[src/rtl/xr_cmp_pkg.sv]
package xr_cmp_pkg;
  localparam int unsigned XR_LANE_W = 32;
  localparam int unsigned XR_EXP_W  = 8;

  typedef enum logic {
    XR_OP_EQ = 1'b0,
    XR_OP_GT = 1'b1
  } xr_op_e;
endpackage

[src/rtl/xr_lane_cmp.sv]
module xr_lane_cmp #(
  parameter int unsigned LANE_W = 32,
  parameter int unsigned EXP_W  = 8
) (
  input  logic [LANE_W-1:0] a_i,
  input  logic [LANE_W-1:0] b_i,
  input  logic              gt_sel_i,
  output logic [LANE_W-1:0] mask_o
);
  localparam int unsigned MAG_W = LANE_W - 1;

  // magnitude with a zero exponent folded to zero
  function automatic logic [MAG_W-1:0] eff_mag(input logic [LANE_W-1:0] w);
    if (w[MAG_W-1 -: EXP_W] == '0) return '0;
    return w[MAG_W-1:0];
  endfunction

  // sign that counts only when the value is not a zero
  function automatic logic eff_neg(input logic [LANE_W-1:0] w);
    return w[LANE_W-1] && (eff_mag(w) != '0);
  endfunction

  logic [MAG_W-1:0] mag_a, mag_b;
  logic             neg_a, neg_b;
  logic             mag_same, mag_a_big, mag_a_small;
  logic             eq_hit, gt_hit;

  always_comb begin
    mag_a       = eff_mag(a_i);
    mag_b       = eff_mag(b_i);
    neg_a       = eff_neg(a_i);
    neg_b       = eff_neg(b_i);
    mag_same    = (mag_a == mag_b);
    mag_a_big   = (mag_a > mag_b);
    mag_a_small = (mag_a < mag_b);
    eq_hit      = mag_same && (neg_a == neg_b);
    if (neg_a != neg_b)  gt_hit = neg_b;
    else if (neg_a)      gt_hit = mag_a_small;
    else                 gt_hit = mag_a_big;
    mask_o = {LANE_W{gt_sel_i ? gt_hit : eq_hit}};
  end

  // equal and greater-than never both hold for one pair
  always_comb begin
    p_eq_gt_excl_r6: assert (!(eq_hit && gt_hit))
      else $error("lane: equal and greater both true");
  end

  // identical patterns are equal and never greater
  always_comb begin
    if (a_i == b_i) begin
      p_self_eq_r3: assert (eq_hit && !gt_hit)
        else $error("lane: identical patterns misjudged");
    end
  end
endmodule

[src/rtl/xr_cmp_pipe.sv]
module xr_cmp_pipe #(
  parameter int unsigned W = 128
) (
  input  logic         clk,
  input  logic         rst,
  input  logic         load_i,
  input  logic [W-1:0] d_i,
  output logic         valid_o,
  output logic [W-1:0] q_o
);
  always_ff @(posedge clk) begin
    if (rst) begin
      valid_o <= 1'b0;
      q_o     <= '0;
    end else begin
      valid_o <= load_i;
      if (load_i) q_o <= d_i;
    end
  end
endmodule

[src/rtl/xr_cmp4.sv]
module xr_cmp4
  import xr_cmp_pkg::*;
#(
  parameter int unsigned LANES  = 4,
  parameter int unsigned LANE_W = XR_LANE_W,
  parameter int unsigned EXP_W  = XR_EXP_W
) (
  input  logic                    clk,
  input  logic                    rst,
  input  logic                    in_valid,
  input  logic                    op,
  input  logic [LANES*LANE_W-1:0] a,
  input  logic [LANES*LANE_W-1:0] b,
  output logic                    out_valid,
  output logic [LANES*LANE_W-1:0] result
);
  localparam int unsigned DATA_W = LANES * LANE_W;

  logic              gt_sel;
  logic [DATA_W-1:0] mask_next;

  assign gt_sel = (op == XR_OP_GT);

  // lane 0 sits at the most significant end
  for (genvar i = 0; i < LANES; i++) begin : g_lane
    localparam int unsigned HI = DATA_W - 1 - i * LANE_W;
    xr_lane_cmp #(
      .LANE_W (LANE_W),
      .EXP_W  (EXP_W)
    ) u_lane (
      .a_i      (a[HI -: LANE_W]),
      .b_i      (b[HI -: LANE_W]),
      .gt_sel_i (gt_sel),
      .mask_o   (mask_next[HI -: LANE_W])
    );
  end

  xr_cmp_pipe #(
    .W (DATA_W)
  ) u_pipe (
    .clk     (clk),
    .rst     (rst),
    .load_i  (in_valid),
    .d_i     (mask_next),
    .valid_o (out_valid),
    .q_o     (result)
  );

  p_valid_rise_r9: assert property (@(posedge clk) disable iff (rst)
    in_valid |=> out_valid);

  p_valid_drop_r9: assert property (@(posedge clk) disable iff (rst)
    !in_valid |=> !out_valid);

  p_hold_r10: assert property (@(posedge clk) disable iff (rst)
    !in_valid |=> $stable(result));

  p_reset_clear_r11: assert property (@(posedge clk)
    rst |=> (!out_valid && result == '0));

  p_same_eq_r3: assert property (@(posedge clk) disable iff (rst)
    (in_valid && !gt_sel && a == b) |=> (result == '1));

  p_same_not_gt_r7: assert property (@(posedge clk) disable iff (rst)
    (in_valid && gt_sel && a == b) |=> (result == '0));
endmodule

[config.mk]
export PLATFORM = sky130hd
export DESIGN_NAME = xr_cmp4
export DESIGN_NICKNAME = d
export VERILOG_FILES = /design/src/rtl/xr_cmp_pkg.sv /design/src/rtl/xr_lane_cmp.sv /design/src/rtl/xr_cmp_pipe.sv /design/src/rtl/xr_cmp4.sv
export SDC_FILE = /design/constraint.sdc
export NUM_CORES = 1
export LEC_CHECK = 0
export ABC_CLOCK_PERIOD_IN_PS = 4200
export BUFFER_PORTS_ARGS = -buffer_cell sky130_fd_sc_hd__clkbuf_2
export CORE_MARGIN = 2
export CORE_UTILIZATION = 23
export DETAILED_ROUTE_END_ITERATION = 10
export PLACE_DENSITY_LB_ADDON = 0.08
export REMOVE_ABC_BUFFERS = 1
export SLEW_MARGIN = 10
export SYNTH_ARGS = -nofsm -noshare
export SYNTH_HDL_FRONTEND = slang
export SYNTH_SLANG_ARGS = --single-unit
[constraint.sdc]
create_clock -name clk -period 4.2 [get_ports clk]
set_clock_uncertainty 0.15 [all_clocks]
set_input_delay 0.21 -clock clk [delete_from_list [all_inputs] [get_ports clk]]
set_output_delay 0.21 -clock clk [all_outputs]
set_load 0.01 [all_outputs]
Yosys cells after proc, flatten, opt, wreduce, memory -nomap -nowiden
Index checks and enable logic that the tools add are counted.
{"block": "op_classes", "n_mux": 36, "n_eq_ne": 12, "n_lt_le_gt_ge": 8, "reduce_logical": 28}
{"cell": "$mux 31", "count": 16}
{"cell": "$reduce_bool 31->1", "count": 8}
{"cell": "$eq 31x31->1", "count": 4}
{"cell": "$gt 31x31->1", "count": 4}
{"cell": "$lt 31x31->1", "count": 4}
{"cell": "$logic_not 8->1", "count": 8}
{"cell": "$mux 1", "count": 20}
{"cell": "$logic_and 1x1->1", "count": 12}
{"cell": "$eq 1x1->1", "count": 4}
{"cell": "$ne 1x1->1", "count": 4}
{"block": "word_totals", "output_inout_bits": 129, "register_bits": 98, "elab_cells": 86}

Logic depth before layout (Yosys ltp)
{"block": "logic_depth", "depth_word": 8, "depth_mapped": 13, "ltp_nobuf": 12}

Hierarchy
From an unflattened synthesis, not the netlist that was laid out.
{"block": "hier_totals", "hier_cells": 1187, "area_unflattened_um2": 10047.1}
{"mod": "xr_lane_cmp", "n_inst": 4, "cells_each": 193, "area_per_inst_um2": 1345.0}
{"mod": "xr_cmp_pipe", "n_inst": 1, "cells_each": 415, "area_per_inst_um2": 4667.0}

Worst setup path after synthesis
OpenSTA, ideal clock, no wires.
{"block": "synth_timing", "path_type": "input to register", "from": "input port a[119]", "to": "register u_pipe.q_o[96] (netlist name)", "n_path_buf": 1, "stages": 13, "t_required_ps": 3962, "path_slack_ps": 1306, "t_arrival_ps": 2656, "path_cell_list": "nor4_1 nand2_1 clkbuf_1 and2_1 ha_1 a21oi_1 a21oi_1 o31ai_1 o211ai_1 a221oi_1 o21ai_1 mux2_4 a311oi_2"}
{"block": "synth_via", "elab_chain_len": 8, "word_cells_on_any_way": 14, "classes_between": "order compare (2); eq/ne (3); mux (5); reduce/logical (4)"}
{"item": "from (decl)", "line_no": "xr_cmp4.sv:12", "text": "input logic [LANES*LANE_W-1:0] a,"}
{"item": "$logic_not 8->1", "line_no": "xr_lane_cmp.sv:14", "text": "if (w[MAG_W-1 -: EXP_W] == '0) return '0;"}
{"item": "$mux 1", "line_no": "xr_lane_cmp.sv:14"}
{"item": "$mux 31 *", "line_no": "xr_lane_cmp.sv:15", "text": "return w[MAG_W-1:0];"}
{"item": "parallel branches: the longest is 4 deep, another holds $gt 31x31->1"}
{"item": "$mux 1 *", "line_no": "xr_lane_cmp.sv:40", "text": "mask_o = {LANE_W{gt_sel_i ? gt_hit : eq_hit}};"}
Mark *: on every way between the ends.
A chain may end at the register's enable or synchronous reset.

Worst setup path in the final report
{"block": "layout_timing", "from": "input port b[119]", "to": "register u_pipe.q_o[96] (netlist name)"}
{"block": "layout_via", "elab_chain_len": 8, "word_cells_on_any_way": 14, "classes_between": "order compare (2); eq/ne (3); mux (5); reduce/logical (4)"}
{"item": "from (decl)", "line_no": "xr_cmp4.sv:13", "text": "input logic [LANES*LANE_W-1:0] b,"}
{"item": "$logic_not 8->1", "line_no": "xr_lane_cmp.sv:14"}
{"item": "$mux 1", "line_no": "xr_lane_cmp.sv:14"}
{"item": "$mux 31 *", "line_no": "xr_lane_cmp.sv:15"}
{"item": "parallel branches: the longest is 4 deep, another holds $gt 31x31->1"}
{"item": "$mux 1 *", "line_no": "xr_lane_cmp.sv:40"}
Marked as above.

==> flow_results.xml <==
<?xml version="1.0" encoding="UTF-8"?>
<metrics>
  <group name="timing">
    <metric name="timing.hold.ws" unit="ns">0.1270</metric>
    <metric name="unrepaired_setup_endpoints_after_global_routing" unit="">false</metric>
    <metric name="worst-slew-pin-transition" unit="ns">1.084</metric>
    <metric name="report.final.hold_viol_count" unit="">0</metric>
    <metric name="finalSetupViolations" unit="">0</metric>
    <metric name="max_clock_freq" unit="GHz">0.3168</metric>
    <metric name="finalSetupTns" unit="ns">0</metric>
    <metric name="final_max_slew_viol_count" unit="">0</metric>
    <metric name="relSlewSlack" unit="">0.2765</metric>
    <metric name="final.min_clock_period" unit="ns">3.157</metric>
    <metric name="finalCritPeriodShare" unit="">0.7516</metric>
  </group>
  <group name="placement">
    <metric name="placer_s_final_routability_congestion_estimate" unit="">0.8196</metric>
    <metric name="placement.cell_area" unit="sq um">6546</metric>
    <metric name="hpwl" unit="um">16110</metric>
    <metric name="port-buffer-count" unit="">388</metric>
    <metric name="place.detailed.instances" unit="">1286</metric>
  </group>
  <group name="global_route">
    <metric name="grt_pass1_wl" unit="um">27340</metric>
    <metric name="antenna_found_initial" unit="">0</metric>
    <metric name="grt_start_max_net_pins" unit="">34</metric>
    <metric name="grt_overflow" unit="">0</metric>
    <metric name="first_global_vias" unit="">5444</metric>
    <metric name="gr-usage-all-layers" unit="">0.1384</metric>
  </group>
  <group name="routing">
    <metric name="drcViolationCount" unit="">0</metric>
    <metric name="dr.pass1.iters" unit="">4</metric>
    <metric name="total_vias_in_the_final_route" unit="">5471</metric>
    <metric name="detail_route.wirelength" unit="um">17760</metric>
    <metric name="drt_iter0_drc" unit="">135</metric>
    <metric name="route.detailed.wl_per_inst" unit="um">13.77</metric>
    <metric name="detail_route.vias_per_cell" unit="">4.241</metric>
    <metric name="drt.antenna.violating_nets" unit="">0</metric>
  </group>
  <group name="synth">
    <metric name="seq_area_frac_synth" unit="">0.01897</metric>
    <metric name="yosys.cell_types.count" unit="">41</metric>
    <metric name="synthesis.instances" unit="">775</metric>
    <metric name="postSynthRegisterBits" unit="">5</metric>
    <metric name="yosysTopAreaCell" unit="">sky130_fd_sc_hd__ha_1</metric>
    <metric name="avgSynthCellArea" unit="sq um">6.808</metric>
    <metric name="synthFlopType" unit="">sky130_fd_sc_hd__dfxtp_1</metric>
    <metric name="yosysMostFrequentCell" unit="">sky130_fd_sc_hd__nand2_1</metric>
    <metric name="syn-cell-area" unit="sq um">5276</metric>
    <metric name="yosysWarnings" unit="">0</metric>
    <metric name="post_synth_most_frequent_cells" unit="">sky130_fd_sc_hd__nand2_1, sky130_fd_sc_hd__buf_4, sky130_fd_sc_hd__ha_1, sky130_fd_sc_hd__and2_1, sky130_fd_sc_hd__clkbuf_1</metric>
    <metric name="synth_top_cells_by_area" unit="">sky130_fd_sc_hd__ha_1, sky130_fd_sc_hd__buf_4, sky130_fd_sc_hd__and2_1, sky130_fd_sc_hd__nand2_1, sky130_fd_sc_hd__a21oi_1</metric>
    <metric name="synth_top_area_share" unit="">0.2940</metric>
    <metric name="synthArstFlopShare" unit="">0</metric>
    <metric name="synth_enable_flop_cells" unit="">0</metric>
  </group>
  <group name="setup_path">
    <metric name="setup.worst_path.start_class" unit="">input pin</metric>
    <metric name="setup.worst_path.end_class" unit="">flop</metric>
    <metric name="worst_ep_arrival_time" unit="ns">3.15</metric>
    <metric name="timing.critical_path.fanout_max" unit="">27</metric>
    <metric name="setup.worst_path.class" unit="">input pin to flop</metric>
    <metric name="r2r_slack" unit="ns">2.46</metric>
    <metric name="timing.critical_path.required" unit="ns">4.19</metric>
  </group>
  <group name="pwr">
    <metric name="static-leakage-power" unit="nW">4.012</metric>
    <metric name="pwr_density_cell" unit="nW/um^2">126.3</metric>
    <metric name="vdd.ir_drop.worst" unit="mV">0.1021</metric>
  </group>
  <group name="run_status">
    <metric name="outcome" unit="">complete, no violations</metric>
  </group>
  <group name="die">
    <metric name="ios" unit="">389</metric>
    <metric name="initial_core_utilization" unit="">0.2338</metric>
    <metric name="number_of_placement_rows" unit="">55</metric>
    <metric name="dieHeight" unit="um">155.5</metric>
    <metric name="chipWidth" unit="um">155.5</metric>
    <metric name="die-area" unit="sq um">24170</metric>
    <metric name="coreArea" unit="sq um">22570</metric>
  </group>
  <group name="cells_and_area">
    <metric name="area_growth_from_synthesis_to_layout" unit="%">25.56</metric>
    <metric name="postLayoutCellArea" unit="sq um">6625</metric>
    <metric name="final_nets" unit="">1390</metric>
    <metric name="drive_gt1_frac" unit="">0.4100</metric>
    <metric name="num_antenna_cells" unit="">0</metric>
    <metric name="instances_no_fill" unit="">1290</metric>
  </group>
  <group name="clock_tree">
    <metric name="cts.reportedPaths.clkPinSlew" unit="ns">0.04</metric>
    <metric name="cts_post_setup_buffers_inserted" unit="">0</metric>
    <metric name="clock_insertion_delay_worst_skew" unit="ns">0.23</metric>
    <metric name="tritoncts" unit="">built</metric>
    <metric name="ctsRootBufferMaster" unit="">sky130_fd_sc_hd__clkbuf_16</metric>
    <metric name="cts_num_sinks" unit="">5</metric>
    <metric name="ctsResizeCount" unit="">0</metric>
    <metric name="cts_made_buffers" unit="">3</metric>
    <metric name="cts_hold_buffers" unit="">0</metric>
    <metric name="htree_num_levels" unit="">1</metric>
    <metric name="clk_path_buf_depth" unit="">2</metric>
  </group>
  <group name="job">
    <metric name="maxCapViolCount" unit="">0</metric>
  </group>
  <group name="hold_path">
    <metric name="hold_path.class" unit="">input pin to flop</metric>
  </group>
</metrics>
==> final timing paths <==
| kind | end | start | cells after the start |
|---|---|---|---|
| min | u_pipe.valid_o | rst | 2 |
| min reg2reg | u_pipe.q_o[96] | u_pipe.q_o[96] | 2 |
| max reg2reg | u_pipe.q_o[31] | u_pipe.q_o[31] | 3 |
| max | u_pipe.q_o[96] | b[119] | 14 |
==> critical path: stages <==
cell	delay, ns
sky130_fd_sc_hd__clkbuf_2	0.10
sky130_fd_sc_hd__nor4_1	0.54
sky130_fd_sc_hd__nand2_1	0.11
sky130_fd_sc_hd__buf_4	0.24
sky130_fd_sc_hd__nand2_1	0.10
sky130_fd_sc_hd__ha_1	0.23
sky130_fd_sc_hd__a21oi_1	0.15
sky130_fd_sc_hd__o21ai_0	0.11
sky130_fd_sc_hd__a21oi_1	0.15
sky130_fd_sc_hd__nor2_1	0.05
sky130_fd_sc_hd__a2111oi_0	0.47
sky130_fd_sc_hd__o21ai_1	0.15
sky130_fd_sc_hd__mux2_4	0.32
sky130_fd_sc_hd__a311oi_2	0.22
==> final cells by class <==
class	count	area [sq um]
Timing Repair Buffer	400	2032
Sequential cell	5	100.1
Fill cell	2586	15950
Inverter	36	135.1
Clock buffer	4	78.83
Tap cell	285	356.6
Multi-Input combinational cell	560	3923
==> stage by stage <==
stage | util | power (mW) | worst slack (ns)
3_3_place_gp | 0.2900 | 0.6944 | 0.7372
6_report | 0.2935 | 0.8366 | 1.043
3_5_place_dp | 0.2900 | 0.6865 | 0.7519
4_1_cts | 0.2935 | 0.8564 | 0.9936
2_1_floorplan | - | 0.3929 | 1.091
5_1_grt | 0.2935 | 0.9406 | 0.8067
==> report_power, final <==
| part | internal [mW] | leakage (nW) | total [mW] | switching (mW) |
|---|---|---|---|---|
| logic | 0.304 | 3.93 | 0.601 | 0.297 |
| clock network | 0.126 | 0.0382 | 0.160 | 0.0339 |
| registers | 0.0514 | 0.0415 | 0.0759 | 0.0245 |
==> registers in the layout, summed over array words and instances, names as in the netlist <==
signal,cells
u_pipe.q_o,4
u_pipe.valid_o,1
==> kinds of logic after synthesis <==
kind of cell    count (synthesis)  synth area share
simple gates                  322            0.3042
buf+inv                       210            0.2376
fa+ha+maj                     124            0.2940
mux                             4          0.009010
compound gates                107            0.1311
xor+xnor                        3          0.004981
flops                           5           0.01897
==> cells in the final DEF, fill, tap and decap left out, types with 3 or more instances in the layout <==
cell	instances
sky130_fd_sc_hd__a2111oi_0	5
sky130_fd_sc_hd__a211oi_1	10
sky130_fd_sc_hd__a21o_1	14
sky130_fd_sc_hd__a21oi_1	42
sky130_fd_sc_hd__a221oi_1	3
sky130_fd_sc_hd__and2_1	92
sky130_fd_sc_hd__buf_4	12
sky130_fd_sc_hd__clkbuf_16	3
sky130_fd_sc_hd__clkbuf_2	388
sky130_fd_sc_hd__dfxtp_1	5
sky130_fd_sc_hd__ha_1	124
sky130_fd_sc_hd__inv_1	36
sky130_fd_sc_hd__nand2_1	137
sky130_fd_sc_hd__nand3_1	14
sky130_fd_sc_hd__nand4_1	25
sky130_fd_sc_hd__nor2_1	20
sky130_fd_sc_hd__nor2b_1	5
sky130_fd_sc_hd__nor3_1	6
sky130_fd_sc_hd__nor4_1	19
sky130_fd_sc_hd__o21ai_0	15
sky130_fd_sc_hd__o31ai_1	3
sky130_fd_sc_hd__xor2_1	3
==> per-layer routing <==
| metal | vias to the layer above | part of all wire | wire, um | GRT usage |
|---|---|---|---|---|
| met5 | - | 0 | 0 | 0 |
| met4 | 0 | 0.0065 | 116 | 0.008301 |
| met3 | 8 | 0.060 | 1068 | 0.02674 |
| met2 | 174 | 0.48 | 8521 | 0.2434 |
| met1 | 2320 | 0.45 | 8050 | 0.1832 |
| li1 | 2969 | - | - | - |
(Power assumes the default switching activity.)
